`src/rtl/pte_hist_updater.sv`:
```
module pte_hist_updater #(
  parameter int AW  = 32,
  parameter int IW  = 6,
  parameter int EAW = 32
) (
  input  logic           clk,
  input  logic           rst_n,
  input  logic           walk_valid,
  output logic           walk_ready,
  input  logic [1:0]     walk_kind,
  input  logic [AW-1:0]  walk_pte_addr,
  input  logic           walk_r,
  input  logic           walk_c,
  output logic           walk_ret_r,
  output logic           walk_ret_c,
  input  logic           hit_valid,
  output logic           hit_ready,
  input  logic [IW-1:0]  hit_idx,
  input  logic           hit_c,
  input  logic [AW-1:0]  hit_pte_addr,
  output logic           tlb_upd_valid,
  output logic [IW-1:0]  tlb_upd_idx,
  output logic           mem_wr_valid,
  input  logic           mem_wr_ready,
  output logic [AW-1:0]  mem_wr_addr,
  output logic           mem_wr_r,
  output logic           mem_wr_c,
  input  logic           ir_en,
  input  logic [EAW-1:0] i_ea,
  input  logic [EAW-1:0] i_xpa,
  output logic [EAW-1:0] i_pa,
  input  logic           dr_en,
  input  logic [EAW-1:0] d_ea,
  input  logic [EAW-1:0] d_xpa,
  output logic [EAW-1:0] d_pa
);
  localparam logic [1:0] KIND_STORE = 2'b10;

  logic          pend;
  logic [AW-1:0] pend_addr;
  logic          pend_r, pend_c;

  wire walk_store = (walk_kind == KIND_STORE);
  wire walk_need  = walk_store ? !(walk_r && walk_c) : !walk_r;
  wire walk_take  = walk_valid && walk_ready;
  wire hit_take   = hit_valid && hit_ready;
  wire hit_need   = hit_take && !hit_c;

  assign walk_ready = !pend;
  assign hit_ready  = !pend && !walk_valid;

  assign walk_ret_r = 1'b1;
  assign walk_ret_c = walk_store | walk_c;

  assign tlb_upd_valid = hit_need;
  assign tlb_upd_idx   = hit_idx;

  assign mem_wr_valid = pend;
  assign mem_wr_addr  = pend_addr;
  assign mem_wr_r     = pend_r;
  assign mem_wr_c     = pend_c;

  assign i_pa = ir_en ? i_xpa : i_ea;
  assign d_pa = dr_en ? d_xpa : d_ea;

  always_ff @(posedge clk) begin
    if (!rst_n) begin
      pend      <= 1'b0;
      pend_addr <= '0;
      pend_r    <= 1'b0;
      pend_c    <= 1'b0;
    end else if (pend) begin
      if (mem_wr_ready) pend <= 1'b0;
    end else if (walk_take && walk_need) begin
      pend      <= 1'b1;
      pend_addr <= walk_pte_addr;
      pend_r    <= 1'b1;
      pend_c    <= walk_ret_c;
    end else if (hit_need) begin
      pend      <= 1'b1;
      pend_addr <= hit_pte_addr;
      pend_r    <= 1'b1;
      pend_c    <= 1'b1;
    end
  end
endmodule

```
`config.mk`:
```
export PLATFORM = sky130hd
export DESIGN_NAME = pte_hist_updater
export DESIGN_NICKNAME = d
export VERILOG_FILES = /design/src/rtl/pte_hist_updater.sv
export SDC_FILE = /design/constraint.sdc
export NUM_CORES = 1
export LEC_CHECK = 0
export ABC_AREA = 1
export BUFFER_PORTS_ARGS = -buffer_cell sky130_fd_sc_hd__buf_2
export CORE_AREA = 5 5 122 124
export DETAILED_ROUTE_END_ITERATION = 16
export DIE_AREA = 0 0 127 129
export GPL_ROUTABILITY_DRIVEN = 0
export PLACE_DENSITY = 0.61
export SYNTH_ARGS = -nofsm -noshare
export SYNTH_HDL_FRONTEND = slang
export SYNTH_SLANG_ARGS = --single-unit
```
`constraint.sdc`:
```
create_clock -name clk -period 1.2 [get_ports clk]
set_input_delay 0.24 -clock clk [delete_from_list [all_inputs] [get_ports clk]]
set_output_delay 0.24 -clock clk [all_outputs]
set_load 0.02 [all_outputs]
```
==> load_flow_metrics.sql, run 1 <==
INSERT INTO impl_metrics (metric_group, metric, value, unit) VALUES
('floorplan', 'fp.coreArea', '0.0137', 'mm²'),
('synth', 'synth_top_flop_cell', 'sky130_fd_sc_hd__dfxtp_1', ''),
('worst_hold_path', 'hp-class', 'in2reg', ''),
('route', 'routed_wire_length_per_instance', '19.2', 'µm'),
('placement', 'buffer_ports.inserted', '306', ''),
('final_layout', 'final_cell_mix', 'sky130_fd_sc_hd__buf_2 (237), sky130_fd_sc_hd__buf_6 (75), sky130_fd_sc_hd__mux2_4 (64), sky130_fd_sc_hd__nand3_1 (59), sky130_fd_sc_hd__nand2_1 (48)', ''),
('route', 'routed_wirelength', '16500', 'µm'),
('synth', 'post_synth_num_cell_types', '22', ''),
('placement', 'postPlaceCellArea', '0.00454', 'mm²'),
('route', 'drc', '0', ''),
('global_routing', 'gr-usage-all-layers', '17.2', '%'),
('outcome', 'outcome', 'finished, violations left', ''),
('setup_path', 'arrival_worst_endpoint', '1.12', 'ns'),
('setup_path', 'critical_path_required', '0.96', 'ns'),
('cts', 'cts_max_level', '2', ''),
('final_layout', 'final_common_cell', 'sky130_fd_sc_hd__buf_2', ''),
('global_routing', 'grt_antenna_before_repair', '2', ''),
('setup_path', 'critPathMaxStageDelay', '0.35', 'ns'),
('synth', 'number_of_synthesized_register_bits', '35', ''),
('sta', 'number_of_failing_hold_endpoints_at_the_final_stage', '0', ''),
('global_routing', 'grt_pass1_wl', '22000', 'µm'),
('sta', 'final_period_minus_worst_setup_slack', '1.36', 'ns'),
('global_routing', 'grt_overflow_total', '0', ''),
('power_and_ir_drop', 'leakage', '0.00316', 'µW'),
('route', '1st_iter_drt_viols', '141', ''),
('floorplan', 'die_area', '0.0164', 'mm²'),
('final_layout', 'regArea', '704', 'µm²'),
('setup_path', 'critical_path_class', 'reg2out', ''),
('cts', 'worstSkewPairLatency', '0.28', 'ns'),
('job', 'max-cap-violations', '0', ''),
('floorplan', 'rows', '43', ''),
('synth', 'synth_sequential_area_ratio', '25.5', '%'),
('route', 'viasPerCell', '4.59', ''),
('floorplan', 'initial_core_util', '20.1', '%'),
('synth', 'synth.net_count', '574', ''),
('final_layout', 'layout.filler_cells', '1344', ''),
('setup_path', 'cpMaxStageDelayCell', 'sky130_fd_sc_hd__dfxtp_4', ''),
('final_layout', 'areaGrowthSynthToFinish', '117', '%'),
('setup_path', 'cp_cell_sequence', 'nor2_4 -> nand2_2 -> buf_12 -> clkinv_4 -> buf_6', ''),
('power_and_ir_drop', 'total_power', '5140', 'µW'),
('sta', 'grt_setup_unrepaired', 'true', ''),
('synth', 'synth_enable_flop_cells', '0', ''),
('synth', 'postSynth.asyncResetShare', '0', '%'),
('cts', 'cts.clk_slew.worst_paths', '0.06', 'ns'),
('floorplan', 'chip_width', '127', 'µm'),
('global_routing', 'grt_start_max_net_pins', '33', ''),
('floorplan', 'floorplan.io_pins', '320', ''),
('cts', 'tritoncts.num_buffers', '5', ''),
('route', 'drt-pass1-iter-count', '6', ''),
('setup_path', 'crit_path_end_kind', 'primary output', ''),
('setup_path', 'startpoint_type', 'flop', ''),
('synth', 'synth.cell_area', '0.00275', 'mm²'),
('cts', 'clock_sinks', '35', ''),
('final_layout', 'layout.nets', '887', ''),
('final_layout', 'design_area', '0.00595', 'mm²'),
('setup_path', 'critPathMaxFanout', '2', ''),
('sta', 'timing.final.max_slew_violations', '0', ''),
('floorplan', 'die_height', '129', 'µm'),
('cts', 'cts_tree', 'done', ''),
('placement', 'dpl_worst_slack', '-0.123', 'ns'),
('final_layout', 'multiInputGateArea', '0.00217', 'mm²'),
('synth', 'synth_cells', '364', ''),
('route', 'routed-via-count', '3945', ''),
('final_layout', 'drive_above_1_share', '69.2', '%'),
('power_and_ir_drop', 'max-vdd-ir-drop', '0.593', 'mV'),
('synth', 'syn_area_per_cell', '7.55', 'µm²'),
('sta', 'final.setup_skew', '0.00582', 'ns'),
('sta', 'fin_crit_share', '113', '%'),
('sta', 'finalSetupViolCount', '43', ''),
('placement', 'place.detailed.hpwl', '11200', 'µm'),
('cts', 'clock_path_buffers', '2', ''),
('power_and_ir_drop', 'power_per_cell_area', '864', 'mW/mm²'),
('route', 'drtAntennaViolNets', '0', ''),
('outcome', 'violations_in_the_final_reports', 'setup timing', ''),
('final_layout', 'utilization', '43.5', '%'),
('synth', 'synth-warning-count', '0', ''),
('cts', 'cts_root_buf', 'sky130_fd_sc_hd__clkbuf_16', ''),
('global_routing', 'first_global_vias', '3942', ''),
('sta', 'max_freq', '0.737', 'GHz'),
('sta', 'final.setup.worst_slack', '-0.157', 'ns');
==> sequential cells by signal (all words and copies together) (netlist names) <==
register,count
mem_wr_c,1
mem_wr_addr,32
mem_wr_r,1
mem_wr_valid,1
==> layout make-up <==
type	instances	share of cell area (%)
flip-flops and latches	35	11.8
repair buffers	347	44.3
clock buffers	6	2.17
multi-input cells	273	36.5
clock inverters	2	0.210
diodes	2	0.0841
well taps	180	3.78
inverters	15	1.03
==> critical path, delay by kind of cell (launching register included) <==
family                 cells  cell delay, ns
buffers and inverters      3            0.28
DFF                        1            0.35
and+or+nand+nor            2            0.21
==> per-layer routing <==
layer / track usage (%) / wire [µm]
met4: 5.74 / 513
met3: 6.31 / 1480
met2: 30.9 / 8520
met1: 18.8 / 5960
met5: 0 / 0
==> path summary, 6_finish.rpt <==
kind	start	endpoint	slack, ns	cells past startpoint
max reg2reg	mem_wr_valid	mem_wr_addr[19]	-0.11	7
min reg2reg	mem_wr_c	mem_wr_c	0.47	2
max	mem_wr_valid	tlb_upd_valid	-0.16	5
min	rst_n	mem_wr_valid	0.27	3
==> cells in the mapped netlist, types with 2 or more instances <==
cell type / instances / area share, %
sky130_fd_sc_hd__a21oi_1: 28 / 5.1
sky130_fd_sc_hd__buf_1: 2 / 0.27
sky130_fd_sc_hd__buf_2: 19 / 3.5
sky130_fd_sc_hd__buf_4: 11 / 3.0
sky130_fd_sc_hd__clkbuf_1: 8 / 1.1
sky130_fd_sc_hd__dfxtp_1: 35 / 26
sky130_fd_sc_hd__inv_1: 12 / 1.6
sky130_fd_sc_hd__inv_2: 3 / 0.41
sky130_fd_sc_hd__mux2_1: 4 / 1.6
sky130_fd_sc_hd__mux2_2: 60 / 25
sky130_fd_sc_hd__nand2_1: 70 / 9.6
sky130_fd_sc_hd__nand3_1: 61 / 11
sky130_fd_sc_hd__nand3b_1: 32 / 8.7
sky130_fd_sc_hd__nor2_1: 6 / 0.82
sky130_fd_sc_hd__o21ai_0: 6 / 1.1
==> power by group <==
group	switching, µW	internal [µW]	total [µW]	leakage [µW]
sequential	53.0	1270	1320	0.000290
clock	508	766	1270	0.0000669
combinational	1240	1310	2550	0.00281
==> per-stage QoR <==
step / setup TNS, ns / hold slack (ns) / std cells
floorplan: -0.0258 / 0.457 / 364
global placement: -5.61 / 0.456 / 831
detailed placement: -6.00 / 0.452 / 831
CTS: -4.44 / 0.267 / 861
global route: -5.57 / 0.284 / 860
finish: -3.03 / 0.275 / 860
==> cells by family after synthesis <==
| family | after synthesis | synth area share (%) |
|---|---|---|
| flops | 35 | 25.5 |
| other cells | 1 | 0.137 |
| buf+inv | 56 | 10.3 |
| simple gates | 173 | 31.3 |
| compound gates | 35 | 6.47 |
| mux | 64 | 26.2 |
==> repair_timing <==
item	CTS	global route
setup endpoints to repair	96	88
endpoints found under the hold margin	0	0
hold buffers	0	0
pin swaps	11	15
cloned	13	0
resized for setup	109	186
setup buffers	10	3
No activity file was read; power rests on OpenSTA's default activity.
==> run 2, diff against run 1 <==
--- a/config.mk
+++ b/config.mk
@@ -11,7 +11,8 @@
 export DETAILED_ROUTE_END_ITERATION = 16
 export DIE_AREA = 0 0 127 129
 export GPL_ROUTABILITY_DRIVEN = 0
-export PLACE_DENSITY = 0.61
+export PLACE_DENSITY = 0.63
+export RECOVER_POWER = 50
 export SYNTH_ARGS = -nofsm -noshare
 export SYNTH_HDL_FRONTEND = slang
 export SYNTH_SLANG_ARGS = --single-unit
==> load_flow_metrics.sql, run 2 (same netlist as run 1, synthesis figures left out) <==
INSERT INTO impl_metrics (metric_group, metric, value, unit) VALUES
('outcome', 'outcome', 'finished, violations left', ''),
('outcome', 'violations_in_the_final_reports', 'setup timing', ''),
('route', 'routed_wire_length_per_instance', '19.0', 'µm'),
('setup_path', 'critical_path_required', '0.96', 'ns'),
('cts', 'clock_sinks', '35', ''),
('placement', 'postPlaceCellArea', '0.00457', 'mm²'),
('final_layout', 'antennaDiodeCount', '0', ''),
('sta', 'timing.final.max_slew_violations', '0', ''),
('sta', 'final_period_minus_worst_setup_slack', '1.33', 'ns'),
('final_layout', 'largest_register_ffs', '32', ''),
('job', 'max-cap-violations', '0', ''),
('route', 'routed_wirelength', '16500', 'µm'),
('route', 'drt-pass1-iter-count', '4', ''),
('floorplan', 'fp.coreArea', '0.0137', 'mm²'),
('final_layout', 'final_common_cell', 'sky130_fd_sc_hd__buf_2', ''),
('worst_hold_path', 'hp-class', 'in2reg', ''),
('floorplan', 'initial_core_util', '20.1', '%'),
('final_layout', 'final_cell_mix', 'sky130_fd_sc_hd__buf_2 (216), sky130_fd_sc_hd__buf_6 (78), sky130_fd_sc_hd__mux2_4 (62), sky130_fd_sc_hd__nand3_1 (42), sky130_fd_sc_hd__dfxtp_1 (34)', ''),
('placement', 'dpl.cell_count', '832', ''),
('sta', 'final.setup.worst_slack', '-0.133', 'ns'),
('final_layout', 'layout.nets', '895', ''),
('final_layout', 'areaGrowthSynthToFinish', '131', '%'),
('final_layout', 'drive_above_1_share', '73.2', '%'),
('cts', 'cts_max_level', '2', ''),
('placement', 'dpl_worst_slack', '-0.102', 'ns'),
('route', 'drtAntennaViolNets', '0', ''),
('setup_path', 'arrival_worst_endpoint', '1.09', 'ns'),
('sta', 'number_of_failing_hold_endpoints_at_the_final_stage', '0', ''),
('global_routing', 'grt_pass1_wl', '20000', 'µm'),
('power_and_ir_drop', 'total_power', '5540', 'µW'),
('setup_path', 'critPathMaxFanout', '2', ''),
('route', 'routed-via-count', '3996', ''),
('route', '1st_iter_drt_viols', '166', ''),
('cts', 'clock_path_buffers', '2', ''),
('sta', 'grt_setup_unrepaired', 'true', ''),
('final_layout', 'design_area', '0.00635', 'mm²'),
('cts', 'cts_tree', 'done', ''),
('setup_path', 'critical_path_class', 'reg2out', ''),
('global_routing', 'gr-usage-all-layers', '15.2', '%'),
('setup_path', 'crit_path_end_kind', 'primary output', ''),
('floorplan', 'die_height', '129', 'µm'),
('floorplan', 'die_area', '0.0164', 'mm²'),
('setup_path', 'startpoint_type', 'flop', ''),
('global_routing', 'grt_overflow_total', '0', ''),
('cts', 'tritoncts.num_buffers', '5', ''),
('power_and_ir_drop', 'max-vdd-ir-drop', '0.789', 'mV'),
('floorplan', 'rows', '43', ''),
('sta', 'max_freq', '0.750', 'GHz'),
('global_routing', 'grt_antenna_before_repair', '0', ''),
('floorplan', 'floorplan.io_pins', '320', ''),
('cts', 'worstSkewPairLatency', '0.28', 'ns'),
('route', 'viasPerCell', '4.61', ''),
('cts', 'cts_hold_buffers', '0', ''),
('final_layout', 'utilization', '46.5', '%'),
('sta', 'final.setup_skew', '0.00891', 'ns'),
('cts', 'cts.clk_slew.worst_paths', '0.07', 'ns'),
('final_layout', 'finish.cell_count_without_fillers', '866', ''),
('sta', 'finalSetupViolCount', '55', ''),
('route', 'drc', '0', ''),
('global_routing', 'first_global_vias', '3798', ''),
('power_and_ir_drop', 'leakage', '0.00319', 'µW'),
('global_routing', 'grt_start_max_net_pins', '36', ''),
('sta', 'fin_crit_share', '111', '%'),
('power_and_ir_drop', 'power_per_cell_area', '871', 'mW/mm²'),
('placement', 'place.detailed.hpwl', '11000', 'µm'),
('placement', 'buffer_ports.inserted', '306', ''),
('cts', 'cts_root_buf', 'sky130_fd_sc_hd__clkbuf_16', ''),
('floorplan', 'chip_width', '127', 'µm');
run 2: cell type report:
cell class | instances | area [µm²]
fill | 1342 | 7310
timing repair buffer | 354 | 2770
multi-input combinational | 274 | 2430
sequential | 35 | 704
tap | 180 | 225
clock buffer | 5 | 125
inverter | 15 | 58.8
clock inverter | 3 | 47.5
run 2: worst paths after layout:
path                                 startpoint  slack, ns  cells after the start               to
worst max-delay path               mem_wr_valid      -0.13                      5    tlb_upd_valid
worst min register to register  mem_wr_addr[18]       0.47                      2  mem_wr_addr[18]
worst min-delay path               mem_wr_ready       0.26                      4     mem_wr_valid
worst max register to register     mem_wr_valid      -0.11                      8  mem_wr_addr[25]
run 2: where the power goes:
| group | switching, µW | internal, µW | leakage [µW] |
|---|---|---|---|
| sequential | 58.4 | 1270 | 0.000290 |
| clock | 531 | 991 | 0.0000844 |
| combinational | 1300 | 1390 | 0.00282 |
run 2: stage by stage:
stage / hold WS (ns) / TNS (ns)
after floorplan: 0.457 / -0.0258
after global placement: 0.459 / -4.54
after detailed placement: 0.458 / -4.64
after CTS: 0.271 / -1.57
after global routing: 0.291 / -5.30
final: 0.261 / -3.04
run 2: metal layers:
metal | part of all wire, % | track usage [%] | up-vias
met3 | 7.8 | 3.99 | 18
li1 | - | - | 1890
met5 | 0 | 0 | -
met1 | 39 | 18.4 | 1888
met4 | 1.4 | 2.46 | 0
met2 | 52 | 27.6 | 200
run 2: worst max-delay path, cell delays in order, from the launching register on:
cell and delay, ns:
sky130_fd_sc_hd__dfxtp_4 0.36, sky130_fd_sc_hd__nor2_4 0.10, sky130_fd_sc_hd__nand2_2 0.07, sky130_fd_sc_hd__buf_6 0.13, sky130_fd_sc_hd__inv_2 0.05, sky130_fd_sc_hd__buf_6 0.10
run 2: timing repair:
item	4_1_cts	5_1_grt
buffers inserted	7	5
setup endpoints to repair	75	98
cloned	6	11
gates resized for setup	53	292
pin swaps	2	37
==> run 3, diff against run 2 <==
--- a/config.mk
+++ b/config.mk
@@ -5,7 +5,6 @@
 export SDC_FILE = /design/constraint.sdc
 export NUM_CORES = 1
 export LEC_CHECK = 0
-export ABC_AREA = 1
 export BUFFER_PORTS_ARGS = -buffer_cell sky130_fd_sc_hd__buf_2
 export CORE_AREA = 5 5 122 124
 export DETAILED_ROUTE_END_ITERATION = 16
@@ -13,6 +12,7 @@
 export GPL_ROUTABILITY_DRIVEN = 0
 export PLACE_DENSITY = 0.63
 export RECOVER_POWER = 50
+export SKIP_LAST_GASP = 1
 export SYNTH_ARGS = -nofsm -noshare
 export SYNTH_HDL_FRONTEND = slang
 export SYNTH_SLANG_ARGS = --single-unit
==> load_flow_metrics.sql, run 3 <==
INSERT INTO impl_metrics (metric_group, metric, value, unit) VALUES
('outcome', 'outcome', 'finished, violations left', ''),
('outcome', 'violations_in_the_final_reports', 'setup timing', ''),
('sta', 'final.setup_skew', '0.00700', 'ns'),
('cts', 'clock_sinks', '35', ''),
('worst_hold_path', 'hp-class', 'in2reg', ''),
('route', 'drtAntennaViolNets', '0', ''),
('synth', 'synth_top_flop_cell', 'sky130_fd_sc_hd__dfxtp_1', ''),
('placement', 'place.detailed.hpwl', '9810', 'µm'),
('setup_path', 'worstRegToRegCells', '5', ''),
('synth', 'number_of_synthesized_register_bits', '35', ''),
('power_and_ir_drop', 'pwr-share-seq', '26.1', '%'),
('power_and_ir_drop', 'leakage', '0.00278', 'µW'),
('synth', 'synth_sequential_area_ratio', '26.3', '%'),
('placement', 'buffer_ports.inserted', '306', ''),
('final_layout', 'largest_register_ffs', '32', ''),
('synth', 'synth_enable_flop_cells', '0', ''),
('global_routing', 'grt_pass1_wl', '19400', 'µm'),
('cts', 'worstSkewPairLatency', '0.27', 'ns'),
('route', 'routed_wirelength', '14100', 'µm'),
('cts', 'tritoncts.num_buffers', '5', ''),
('cts', 'cts.clk_slew.worst_paths', '0.06', 'ns'),
('sta', 'timing.final.max_slew_violations', '0', ''),
('setup_path', 'critPathMaxFanout', '6', ''),
('synth', 'synth.net_count', '457', ''),
('floorplan', 'die_area', '0.0164', 'mm²'),
('floorplan', 'initial_core_util', '19.5', '%'),
('placement', 'dpl_worst_slack', '-0.350', 'ns'),
('route', 'viasPerCell', '4.47', ''),
('placement', 'dpl.cell_count', '716', ''),
('power_and_ir_drop', 'sw_share', '32.9', '%'),
('power_and_ir_drop', 'power_frac_comb', '46.8', '%'),
('worst_hold_path', 'worstHoldStart', 'rst_n', ''),
('worst_hold_path', 'number_of_stages_on_the_worst_hold_path', '3', ''),
('sta', 'finalSetupViolCount', '76', ''),
('floorplan', 'rows', '43', ''),
('sta', 'final.setup.worst_slack', '-0.297', 'ns'),
('synth', 'synthDominantCellAreaShare', '26.3', '%'),
('global_routing', 'grt_start_max_net_pins', '35', ''),
('synth', 'netlist_top_cells_count', 'sky130_fd_sc_hd__mux2_2 (52), sky130_fd_sc_hd__dfxtp_1 (35), sky130_fd_sc_hd__nor2_1 (35)', ''),
('cts', 'cts_root_buf', 'sky130_fd_sc_hd__clkbuf_16', ''),
('power_and_ir_drop', 'pwr-share-clk', '27.1', '%'),
('synth', 'synth_top_area_cell', 'sky130_fd_sc_hd__dfxtp_1', ''),
('synth', 'post-synth-top-count-cell', 'sky130_fd_sc_hd__mux2_2', ''),
('route', 'routed-via-count', '3320', ''),
('global_routing', 'gr-usage-all-layers', '15.0', '%'),
('power_and_ir_drop', 'switching_power', '1690', 'µW'),
('power_and_ir_drop', 'power_per_cell_area', '896', 'mW/mm²'),
('setup_path', 'arrival_worst_endpoint', '1.66', 'ns'),
('setup_path', 'r2r_end', 'mem_wr_addr[14]', ''),
('synth', 'synth_top_family_by_area', 'multiplexers', ''),
('floorplan', 'fp.coreArea', '0.0137', 'mm²'),
('global_routing', 'grt_antenna_before_repair', '4', ''),
('route', 'routed_wire_length_per_instance', '19.0', 'µm'),
('route', '1st_iter_drt_viols', '92', ''),
('cts', 'clock_path_buffers', '2', ''),
('final_layout', 'finish.cell_count_without_fillers', '742', ''),
('job', 'max-cap-violations', '0', ''),
('setup_path', 'critical_path_class', 'reg2reg', ''),
('final_layout', 'layout.nets', '768', ''),
('final_layout', 'final_common_cell', 'sky130_fd_sc_hd__buf_2', ''),
('synth', 'postSynth.asyncResetShare', '0', '%'),
('sta', 'final_period_minus_worst_setup_slack', '1.50', 'ns'),
('synth', 'synth.cell_area', '0.00266', 'mm²'),
('floorplan', 'floorplan.io_pins', '320', ''),
('setup_path', 'critical_path_required', '1.36', 'ns'),
('synth', 'synth_adder_area_share', '0', '%'),
('synth', 'syn_area_per_cell', '10.8', 'µm²'),
('route', 'drt-pass1-iter-count', '4', ''),
('power_and_ir_drop', 'cell_internal_pwr', '3450', 'µW'),
('setup_path', 'r2r_start', 'mem_wr_valid', ''),
('final_layout', 'areaGrowthSynthToFinish', '116', '%'),
('sta', 'fin_crit_share', '125', '%'),
('worst_hold_path', 'worst_min_delay_path_endpoint', 'mem_wr_c', ''),
('cts', 'cts_max_level', '2', ''),
('cts', 'cts_hold_buffers', '0', ''),
('sta', 'max_freq', '0.668', 'GHz'),
('cts', 'cts_tree', 'done', ''),
('setup_path', 'startpoint_type', 'flop', ''),
('synth', 'yosys-mux-area-fraction', '39.1', '%'),
('floorplan', 'chip_width', '127', 'µm'),
('sta', 'number_of_failing_hold_endpoints_at_the_final_stage', '0', ''),
('final_layout', 'drive_above_1_share', '79.6', '%'),
('synth', 'synth_xor_xnor_area_share', '0', '%'),
('setup_path', 'setup.reg_to_reg.worst_slack', '-0.30', 'ns'),
('floorplan', 'die_height', '129', 'µm'),
('synth', 'synth_compound_gate_area_share', '18.2', '%'),
('final_layout', 'final_cell_mix', 'sky130_fd_sc_hd__buf_2 (221), sky130_fd_sc_hd__buf_6 (67), sky130_fd_sc_hd__mux2_4 (63), sky130_fd_sc_hd__nor2_1 (34), sky130_fd_sc_hd__dfxtp_1 (34)', ''),
('global_routing', 'first_global_vias', '3586', ''),
('power_and_ir_drop', 'max-vdd-ir-drop', '0.493', 'mV'),
('synth', 'yosys-top-cells-area', 'sky130_fd_sc_hd__dfxtp_1 (26%), sky130_fd_sc_hd__mux2_2 (22%), sky130_fd_sc_hd__a221oi_2 (15%), sky130_fd_sc_hd__mux2i_1 (12%), sky130_fd_sc_hd__mux2_1 (5.1%)', ''),
('global_routing', 'grt_overflow_total', '0', ''),
('route', 'drc', '0', ''),
('sta', 'grt_setup_unrepaired', 'true', ''),
('synth', 'synth-simple-area-share', '6.68', '%'),
('synth', 'synth-warning-count', '0', ''),
('setup_path', 'crit_path_end_kind', 'flop', ''),
('synth', 'post_synth_num_cell_types', '25', ''),
('synth', 'synth_cells', '247', '');
-- run 3: cell types whose count changed after synthesis, sizes merged, moves of 24 or more --
| cell | before | now |
|---|---|---|
| a21oi | 28 | 4 |
| a221oi | 0 | 32 |
| mux2i | 0 | 32 |
| nand2 | 71 | 1 |
| nand3 | 61 | 0 |
| nand3b | 32 | 0 |
| nor2 | 8 | 35 |
-- run 3: per-stage QoR --
stage	instance area, µm²	util [%]	hold slack, ns	total power (µW)	TNS [ns]
2_1_floorplan	2730	-	0.363	2430	-4.68
3_3_place_gp	4390	32.1	0.480	3100	-15.25
3_5_place_dp	4390	32.1	0.480	3110	-15.69
4_1_cts	5330	39.0	0.230	4940	-11.21
5_1_grt	5740	42.0	0.246	5360	-11.95
6_report	5740	42.0	0.243	5140	-9.07
-- run 3: how the worst max path moves through the flow --
stage / startpoint / end / slack (ns)
final: mem_wr_valid / mem_wr_addr[14] / -0.30
after global routing: mem_wr_valid / mem_wr_addr[10] / -0.37
after CTS: mem_wr_valid / mem_wr_addr[14] / -0.33
after detailed placement: walk_kind[0] / mem_wr_addr[8] / -0.35
after global placement: walk_kind[0] / mem_wr_addr[11] / -0.29
after floorplan: mem_wr_valid / mem_wr_addr[1] / -0.17
-- run 3: cell type report --
| type | count | area [µm²] |
|---|---|---|
| antenna | 3 | 7.51 |
| clock buffer | 6 | 150 |
| clock inverter | 2 | 13.8 |
| fill | 1335 | 7930 |
| inverter | 3 | 13.8 |
| multi-input combinational | 176 | 2110 |
| sequential | 35 | 704 |
| tap | 180 | 225 |
| timing repair buffer | 337 | 2520 |
-- run 3: repair_timing --
item,4_1_cts,5_1_grt
endpoints found under the setup margin,100,98
pin swaps,2,17
hold endpoints to repair,0,0
setup buffers,4,1
resized for setup,174,79
cloned,7,3
-- run 3: logic make-up after synthesis --
kind of cell,Yosys count
AOI/OAI and AO/OA,38
buffers and inverters,36
DFF,35
muxes,96
other,1
and+or+nand+nor,41
-- run 3: routing by layer --
metal	track usage [%]	vias to the layer above	part of all wire, %
met4	4.73	0	2.3
li1	-	1551	-
met3	4.40	22	10
met1	17.0	1543	36
met5	0	-	0
met2	27.1	204	51
-- run 3: power groups by stage --
stage          Combinational [µW]  Clock, µW  Sequential [µW]
2_1_floorplan                 950          0             1480
3_3_place_gp                 1760          0             1340
3_5_place_dp                 1760          0             1350
4_1_cts                      2190       1430             1320
5_1_grt                      2540       1470             1360
6_report                     2410       1390             1340
-- run 3: critical path: stages, from the launching register on --
cell                        delay, ns
sky130_fd_sc_hd__dfxtp_4         0.35
sky130_fd_sc_hd__nor4b_4         0.31
sky130_fd_sc_hd__buf_4           0.23
sky130_fd_sc_hd__clkbuf_16       0.17
sky130_fd_sc_hd__mux2i_2         0.23
sky130_fd_sc_hd__a221oi_2        0.09
